===== src/rtl/sc2_pkg.sv =====
package sc2_pkg;
  typedef enum logic [1:0] {
    SC2_TONE  = 2'd0,
    SC2_NOISE = 2'd1,
    SC2_ALARM = 2'd2
  } sc2_mode_e;

  // Alarm select wins over the noise select.
  function automatic sc2_mode_e sc2_decode(input logic noise_bit, input logic alarm_bit);
    if (alarm_bit)      return SC2_ALARM;
    else if (noise_bit) return SC2_NOISE;
    else                return SC2_TONE;
  endfunction
endpackage


===== src/rtl/sc2_step_gen.sv =====
module sc2_step_gen #(
  parameter int PRE_DIV = 8
) (
  input  logic clk,
  input  logic rst,
  input  logic clr,
  input  logic tick,
  input  logic slow_mode,
  output logic step
);
  localparam int CW = (PRE_DIV > 1) ? $clog2(PRE_DIV) : 1;
  localparam logic [CW-1:0] LAST = CW'(PRE_DIV - 1);

  logic [CW-1:0] cnt_q;

  always_ff @(posedge clk) begin
    if (rst || clr) begin
      cnt_q <= '0;
      step  <= 1'b0;
    end else begin
      step <= tick && (!slow_mode || cnt_q == LAST);
      if (tick) cnt_q <= (cnt_q == LAST) ? '0 : cnt_q + 1'b1;
    end
  end
endmodule


===== src/rtl/sc2_tone_div.sv =====
module sc2_tone_div #(
  parameter int W = 7
) (
  input  logic         clk,
  input  logic         rst,
  input  logic         clr,
  input  logic         step,
  input  logic [W-1:0] reload,
  output logic         sq
);
  logic [W-1:0] cnt_q;

  always_ff @(posedge clk) begin
    if (rst || clr) begin
      cnt_q <= reload;
      sq    <= 1'b0;
    end else if (step) begin
      if (&cnt_q) begin
        cnt_q <= reload;
        sq    <= ~sq;
      end else begin
        cnt_q <= cnt_q + 1'b1;
      end
    end
  end
endmodule


===== src/rtl/sc2_lfsr.sv =====
module sc2_lfsr #(
  parameter int           W     = 15,
  parameter logic [W-1:0] SEED  = 1,
  parameter int           TAP_A = 14,
  parameter int           TAP_B = 13
) (
  input  logic         clk,
  input  logic         rst,
  input  logic         clr,
  input  logic         step,
  output logic [W-1:0] state
);
  logic fb;
  assign fb = state[TAP_A] ^ state[TAP_B];

  always_ff @(posedge clk) begin
    if (rst || clr)  state <= SEED;
    else if (step)   state <= {state[W-2:0], fb};
  end
endmodule


===== src/rtl/sc2_envelope.sv =====
module sc2_envelope #(
  parameter int TICK_HZ = 64,
  parameter int RATE0   = 1,
  parameter int RATE1   = 4,
  parameter int RATE2   = 8,
  parameter int RATE3   = 32
) (
  input  logic       clk,
  input  logic       rst,
  input  logic       clr,
  input  logic       tick,
  input  logic [1:0] rate_sel,
  output logic       gate
);
  localparam int HMAX = TICK_HZ / (2 * RATE0);
  localparam int CW   = $clog2(HMAX + 1);
  localparam int NR   = 4;
  localparam int RATES [NR] = '{RATE0, RATE1, RATE2, RATE3};

  logic [CW-1:0] half_tbl [NR];
  logic [CW-1:0] cnt_q;
  logic [CW-1:0] half;

  for (genvar g = 0; g < NR; g++) begin : g_half
    assign half_tbl[g] = CW'(TICK_HZ / (2 * RATES[g]));
  end

  assign half = half_tbl[rate_sel];

  always_ff @(posedge clk) begin
    if (rst || clr) begin
      cnt_q <= '0;
      gate  <= 1'b0;
    end else if (tick) begin
      if (cnt_q + 1'b1 >= half) begin
        cnt_q <= '0;
        gate  <= ~gate;
      end else begin
        cnt_q <= cnt_q + 1'b1;
      end
    end
  end
endmodule


===== src/rtl/sc2_noise_channel.sv =====
module sc2_noise_channel
  import sc2_pkg::*;
#(
  parameter int             W_LFSR  = 15,
  parameter int             W_TONE  = 7,
  parameter int             PRE_DIV = 8,
  parameter int             TICK_HZ = 64,
  parameter logic [W_LFSR-1:0] SEED = 1
) (
  input  logic              clk,
  input  logic              rst,
  input  logic              psg_tick,
  input  logic              slow_tick,
  input  logic              chan_en,
  input  logic              octave_sel,
  input  logic [W_LFSR-1:0] div_reg,
  input  logic              noise_sel,
  input  logic              alarm_sel,
  input  logic              tone_in,
  output logic              ch_out,
  output logic              env_gate
);
  localparam int TONE_LO = W_LFSR - W_TONE;

  sc2_mode_e         mode;
  logic              step;
  logic              tone_sq;
  logic [W_LFSR-1:0] lfsr_q;

  assign mode = sc2_decode(noise_sel, alarm_sel);

  sc2_step_gen #(.PRE_DIV(PRE_DIV)) u_step (
    .clk(clk), .rst(rst), .clr(!chan_en), .tick(psg_tick),
    .slow_mode(octave_sel), .step(step)
  );

  sc2_tone_div #(.W(W_TONE)) u_tone (
    .clk(clk), .rst(rst), .clr(!chan_en || mode != SC2_TONE), .step(step),
    .reload(div_reg[W_LFSR-1:TONE_LO]), .sq(tone_sq)
  );

  sc2_lfsr #(.W(W_LFSR), .SEED(SEED), .TAP_A(W_LFSR-1), .TAP_B(W_LFSR-2)) u_lfsr (
    .clk(clk), .rst(rst), .clr(!chan_en), .step(step && mode == SC2_NOISE),
    .state(lfsr_q)
  );

  sc2_envelope #(.TICK_HZ(TICK_HZ)) u_env (
    .clk(clk), .rst(rst), .clr(!chan_en || mode != SC2_ALARM), .tick(slow_tick),
    .rate_sel(div_reg[1:0]), .gate(env_gate)
  );

  always_ff @(posedge clk) begin
    if (rst || !chan_en) begin
      ch_out <= 1'b0;
    end else begin
      unique case (mode)
        SC2_NOISE: ch_out <= lfsr_q[0];
        SC2_ALARM: ch_out <= tone_in && env_gate;
        default:   ch_out <= tone_sq;
      endcase
    end
  end
endmodule


===== config.mk =====
export PLATFORM = sky130hd
export DESIGN_NAME = sc2_noise_channel
export DESIGN_NICKNAME = d
export VERILOG_FILES = /design/src/rtl/sc2_pkg.sv /design/src/rtl/sc2_step_gen.sv /design/src/rtl/sc2_tone_div.sv /design/src/rtl/sc2_lfsr.sv /design/src/rtl/sc2_envelope.sv /design/src/rtl/sc2_noise_channel.sv
export SDC_FILE = /design/constraint.sdc
export NUM_CORES = 1
export LEC_CHECK = 0
export ABC_AREA = 1
export BUFFER_PORTS_ARGS = -buffer_cell sky130_fd_sc_hd__buf_2
export CORE_MARGIN = 2
export CORE_UTILIZATION = 57
export CTS_BUF_LIST = sky130_fd_sc_hd__clkbuf_4 sky130_fd_sc_hd__clkbuf_8 sky130_fd_sc_hd__clkbuf_16
export DETAILED_ROUTE_END_ITERATION = 6
export PLACE_DENSITY = 0.79
export SLEW_MARGIN = 25
export SYNTH_ARGS = -nofsm -noshare
export SYNTH_HDL_FRONTEND = slang
export SYNTH_HIERARCHICAL = 1
export SYNTH_SLANG_ARGS = --single-unit

===== constraint.sdc =====
create_clock -name clk -period 2.3 [get_ports clk]
set_clock_uncertainty 0.15 [all_clocks]
set_input_delay 0.115 -clock clk [delete_from_list [all_inputs] [get_ports clk]]
set_output_delay 0.115 -clock clk [all_outputs]
set_load 0.03 [all_outputs]

== Yosys cells after proc, flatten, opt, wreduce, memory -nomap -nowiden ==
Index checks and enable logic that the tools add are counted.

* Flip-flop bits (word level): 35
* Memories kept: 0
* Memory bits (read-only): 0
* Bits of input ports: 24
* Latch bits: 0
* Output and inout bits: 2
* Bits in writable memories: 0

* Reductions and logical operators: 16
* Bitwise gates (word level): 4
* Multipliers: 0
* Divide/modulo/power cells: 0
* Shift operators: 0
* Add/sub/neg operators: 3
* Magnitude comparators: 2
* Eq/ne operators: 4
* Multiplexer cells: 11

{| class="wikitable"
|+ Operator list
! operator !! count
|-
| $mux W7 || 3
|-
| $mux W6 || 3
|-
| $bmux W6 S2 || 1
|-
| $reduce_and A8 Y1 || 1
|-
| $add A7 B1 Y7 const B || 1
|-
| $reduce_and A7 Y1 || 1
|-
| $add A6 B1 Y6 const B || 1
|-
| $ge A6 B6 Y1 || 1
|-
| $logic_or A1 B1 Y1 || 6
|-
| $reduce_bool A2 Y1 || 2
|-
| $add A3 B1 Y3 const B || 1
|-
| $eq A3 B3 Y1 const B || 1
|-
| $ge A3 B3 Y1 const B || 1
|-
| $logic_and A1 B1 Y1 || 3
|-
| $mux W3 || 1
|-
| $not A2 Y3 || 1
|-
| $eq A2 B1 Y1 const B || 1
|-
| $eq A2 B2 Y1 const B || 1
|-
| $logic_not A1 Y1 || 2
|-
| $mux W2 || 1
|-
| $ne A2 B2 Y1 const B || 1
|-
| $not A1 Y1 || 2
|-
| $pmux W1 S2 || 1
|-
| $reduce_and A2 Y1 || 1
|-
| 2 further kinds || 2
|}

== Longest topological paths before layout ==
* Depth in word-level cells: 6
* Depth in mapped cells: 14
* Mapped depth without buffers: 14

== Hierarchy ==
Netlist, hierarchy kept.

{| class="wikitable"
|+ By module, submodules not included
! module !! area each (um2) !! cells each !! instances !! sequential area each (um2)
|-
| sc2_lfsr || 645.6 || 75 || 1 || 300.3
|-
| sc2_tone_div || 530.5 || 70 || 1 || 230.2
|-
| sc2_envelope || 510.5 || 75 || 1 || 140.1
|-
| sc2_step_gen || 188.9 || 26 || 1 || 80.1
|-
| sc2_noise_channel || 77.6 || 14 || 1 || 20.0
|}

== Least setup slack after synthesis ==
OpenSTA, ideal clock, no wires.

* Kind: register to register
* From: register u_env.cnt_q[0]
* To: register u_env.gate
* Stages on the path, launching flop included: 12
* Period minus slack after synthesis: 1.756 ns
* Slack: 0.544 ns
* Path buffers: 0
* Required time: 2.034 ns
* Data arrival time: 1.490 ns
* Setup time: 0.116 ns
* Cell sequence: dfxtp_1 > ha_1 > xor2_1 > ha_1 > nand2_1 > nand2_1 > nand2_1 > nand2_2 > nand2_4 > nand2_4 > a21oi_1 > nor2_1

* Longest elaborated chain between the ends: 3

{| class="wikitable"
|+ RTL lines
! element !! line !! RTL
|-
| start: declaration || sc2_envelope.sv:21 || <nowiki>logic [CW-1:0] cnt_q;</nowiki>
|-
| start signal: assignment || sc2_envelope.sv:39 || <nowiki>cnt_q <= cnt_q + 1'b1;</nowiki>
|-
| $add A6 B1 Y6 || sc2_envelope.sv:35 || <nowiki>if (cnt_q + 1'b1 >= half) begin</nowiki>
|-
| $ge A6 B6 Y1 || sc2_envelope.sv:35 ||
|-
| $reduce_and A2 Y1 (no source line) || -- ||
|-
| end signal: assignment || sc2_envelope.sv:37 || <nowiki>gate <= ~gate;</nowiki>
|-
| end: declaration || sc2_envelope.sv:13 || <nowiki>output logic gate</nowiki>
|}

Every way passes these cells.
A chain may end at the register's enable or synchronous reset.

== Final worst setup path ==
Same ends and word-level chain as after synthesis.

==> results.toml <==
[status]
outcome = "finished clean"

[global_route]
antenna_found_initial = 0
grtUsageTotal = 0.207
grt_max_degree = 18
grt_pass1_vias = 1608
grt_pass1_wl_um = 6510
overflow = 0

[yosys]
synthSimpleGateAreaFrac = 0.341
synth.ff_latch_count = 35
synthAdderAreaFrac = 0.0512
synth_area_leaders = "dfxtp_1 29%, nand2_1 16%, edfxtp_1 11%"
yosys.area.top_type = "dfxtp_1"
synth_nets = 292
synth_cell_types = 28
synth-edff-count = 7
synth_common_cells = "82 x nand2_1, 34 x inv_1, 28 x dfxtp_1"
yosys.area_share.xor_xnor = 0.0179
synth_top_family_by_area = "simple AND/OR/NAND/NOR gates"
synth.top_cell.area_share = 0.287
yosys_warnings = 6
ys_seq_area_frac = 0.395
async_flop_share = 0
synth.most_common_cell = "nand2_1"
synth_cells = 260
postSynthAreaPerCell_um2 = 7.51
ys.flop_type = "dfxtp_1"
syn-cell-area_um2 = 1950
yosys-mux-area-fraction = 0
synth_compound_gate_area_share = 0.0955

[finish]
drive_above_1_share = 0.209
postLayoutCoreUtil = 0.687
syn2layout_area_growth_pct = 16.4
finalNetCount = 328
antennaDiodeCount = 0

[die]
die_w_um = 62.5
core.rowCount = 21
initial_core_util = 0.590
coreArea_um2 = 3310
pin_count = 26
die_y_um = 62.5
die_area_um2 = 3910

[sta]
max_slew_margin = 0.542
max_freq_mhz = 527
tightest_slew_ns = 0.685
tns_ns = 0
fin_crit_sh = 0.825
holdWs_ns = 0.0136
fin_crit_ns = 1.90
grt_setup_unrepaired = "no"
drv_slew = 0
hold_viol_final = 0
setup_viol = 0

[power_and_ir_drop]
ir_drop_uv = 390
leakage_nw = 0.992
p_per_area_nw_per_um2 = 522
power_mw = 1.19

[cts]
cts_tree = "yes"
cts_root_buf = "clkbuf_4"
clock_path_buffers = 2
cts.sinks = 35
path_clk_slew_ns = 0.10
cts_buffers = 5
clkLatencyLatePin_ns = 0.33
postCtsSetupRepairBufs = 0
htreeDepth = 2

[routing]
vias_per_cell = 4.86
drtPass1Iterations = 5
wire_per_inst_um = 10.4
via_count = 1666
drt-total-wl_um = 3580
ant_nets = 0
drc_errors = 0
dr.first_iter.drc_count = 94

[flow_run]
cap_violations = 0

[place]
port_buffers = 19
hpwlAfterDp_um = 2450
globalplace.congestion = 0.783

[worst_hold_path]
holdPathStages = 5
hp-class = "in -> reg"

[setup_path]
worstPathArrival_ns = 1.99
cp-start-kind = "flip-flop"
worstSetupEndpointType = "flip-flop"
crit_type = "reg -> reg"
required_ns = 2.39
worstPathMaxFanout = 7
reg2regPathDepth = 11
-- through the flow --
step                      instances  area [µm²]  setup WS (ns)
after global placement          320        2050          0.416
final                           343        2270          0.403
after global routing            343        2270          0.170
after CTS                       343        2270          0.399
after detailed placement        320        2050          0.415
after floorplan                 260        1950          0.544
-- path summary, 6_finish.rpt --
| kind | from | endpoint | slack, ns |
|---|---|---|---|
| max | u_env/cnt_q[0]$_SDFFE_PP0P_ | u_env/gate$_SDFFE_PP0P_ | 0.40 |
| max reg2reg | u_env/cnt_q[0]$_SDFFE_PP0P_ | u_env/gate$_SDFFE_PP0P_ | 0.40 |
| min reg2reg | u_lfsr/state[1]$_SDFFE_PP0P_ | u_lfsr/state[1]$_SDFFE_PP0P_ | 0.32 |
| min | noise_sel | ch_out$_SDFF_PP0_ | 0.01 |
-- critical path, stage by stage (launching register included) --
cell	delay [ns]
dfxtp_1	0.40
ha_1	0.23
xor2_1	0.21
ha_1	0.26
nand2_1	0.07
nand2_1	0.04
nand2_1	0.06
nand2_2	0.06
nand2_4	0.10
nand2_4	0.06
a21oi_1	0.12
nor2_1	0.05
-- state kept, by name, summed over array words and instances, names as in the netlist --
signal	count
u_lfsr/state	15
u_env/cnt_q	6
u_env/gate	1
ch_out	1
u_tone/sq	1
u_tone/cnt_q	7
u_step/cnt_q	3
u_step/step	1
-- routing by layer --
layer,track usage,up-vias,wire length [µm]
met5,0,-,0
met4,0.0972,0,55
met3,0.0486,5,115
met2,0.366,30,1740
met1,0.236,741,1670
li1,-,890,-
-- cell usage in the layout, fill, tap and decap left out, types with 3 or more instances in the layout --
master and instances:
edfxtp_1 7, a21oi_2 10, nand2_1 82, nor2_1 17, inv_1 34, ha_1 8, nor2_2 3, nand3_1 17
buf_2 19, dlygate4sd3_1 15, nand4_1 6, clkbuf_4 6, dfxtp_1 28, nand2_2 12, a21oi_1 13
-- logic make-up (layout without fill, tap and decap cells) --
logic type | Yosys count | after routing
buf+inv | 41 | 78
compound gates | 27 | 27
simple gates | 145 | 145
flops | 35 | 35
fa+ha+maj | 8 | 8
xor+xnor | 4 | 4
-- what timing repair did --
action | 4_1_cts | 5_1_grt
hold buffers | 15 | 0
resized for setup | 0 | 0
hold endpoints to repair | 18 | 0
-- cell type report --
| class | instances | area [µm²] |
|---|---|---|
| Clock buffer | 8 | 72.6 |
| Fill cell | 264 | 1040 |
| Inverter | 36 | 140 |
| Multi-Input combinational cell | 184 | 987 |
| Sequential cell | 35 | 771 |
| Tap cell | 46 | 57.6 |
| Timing Repair Buffer | 34 | 245 |
-- power breakdown --
group          internal, mW  switching, mW
Combinational        0.0600         0.0773
Sequential            0.642         0.0137
Clock                 0.192          0.203
Power figures use the tool's default switching activity.
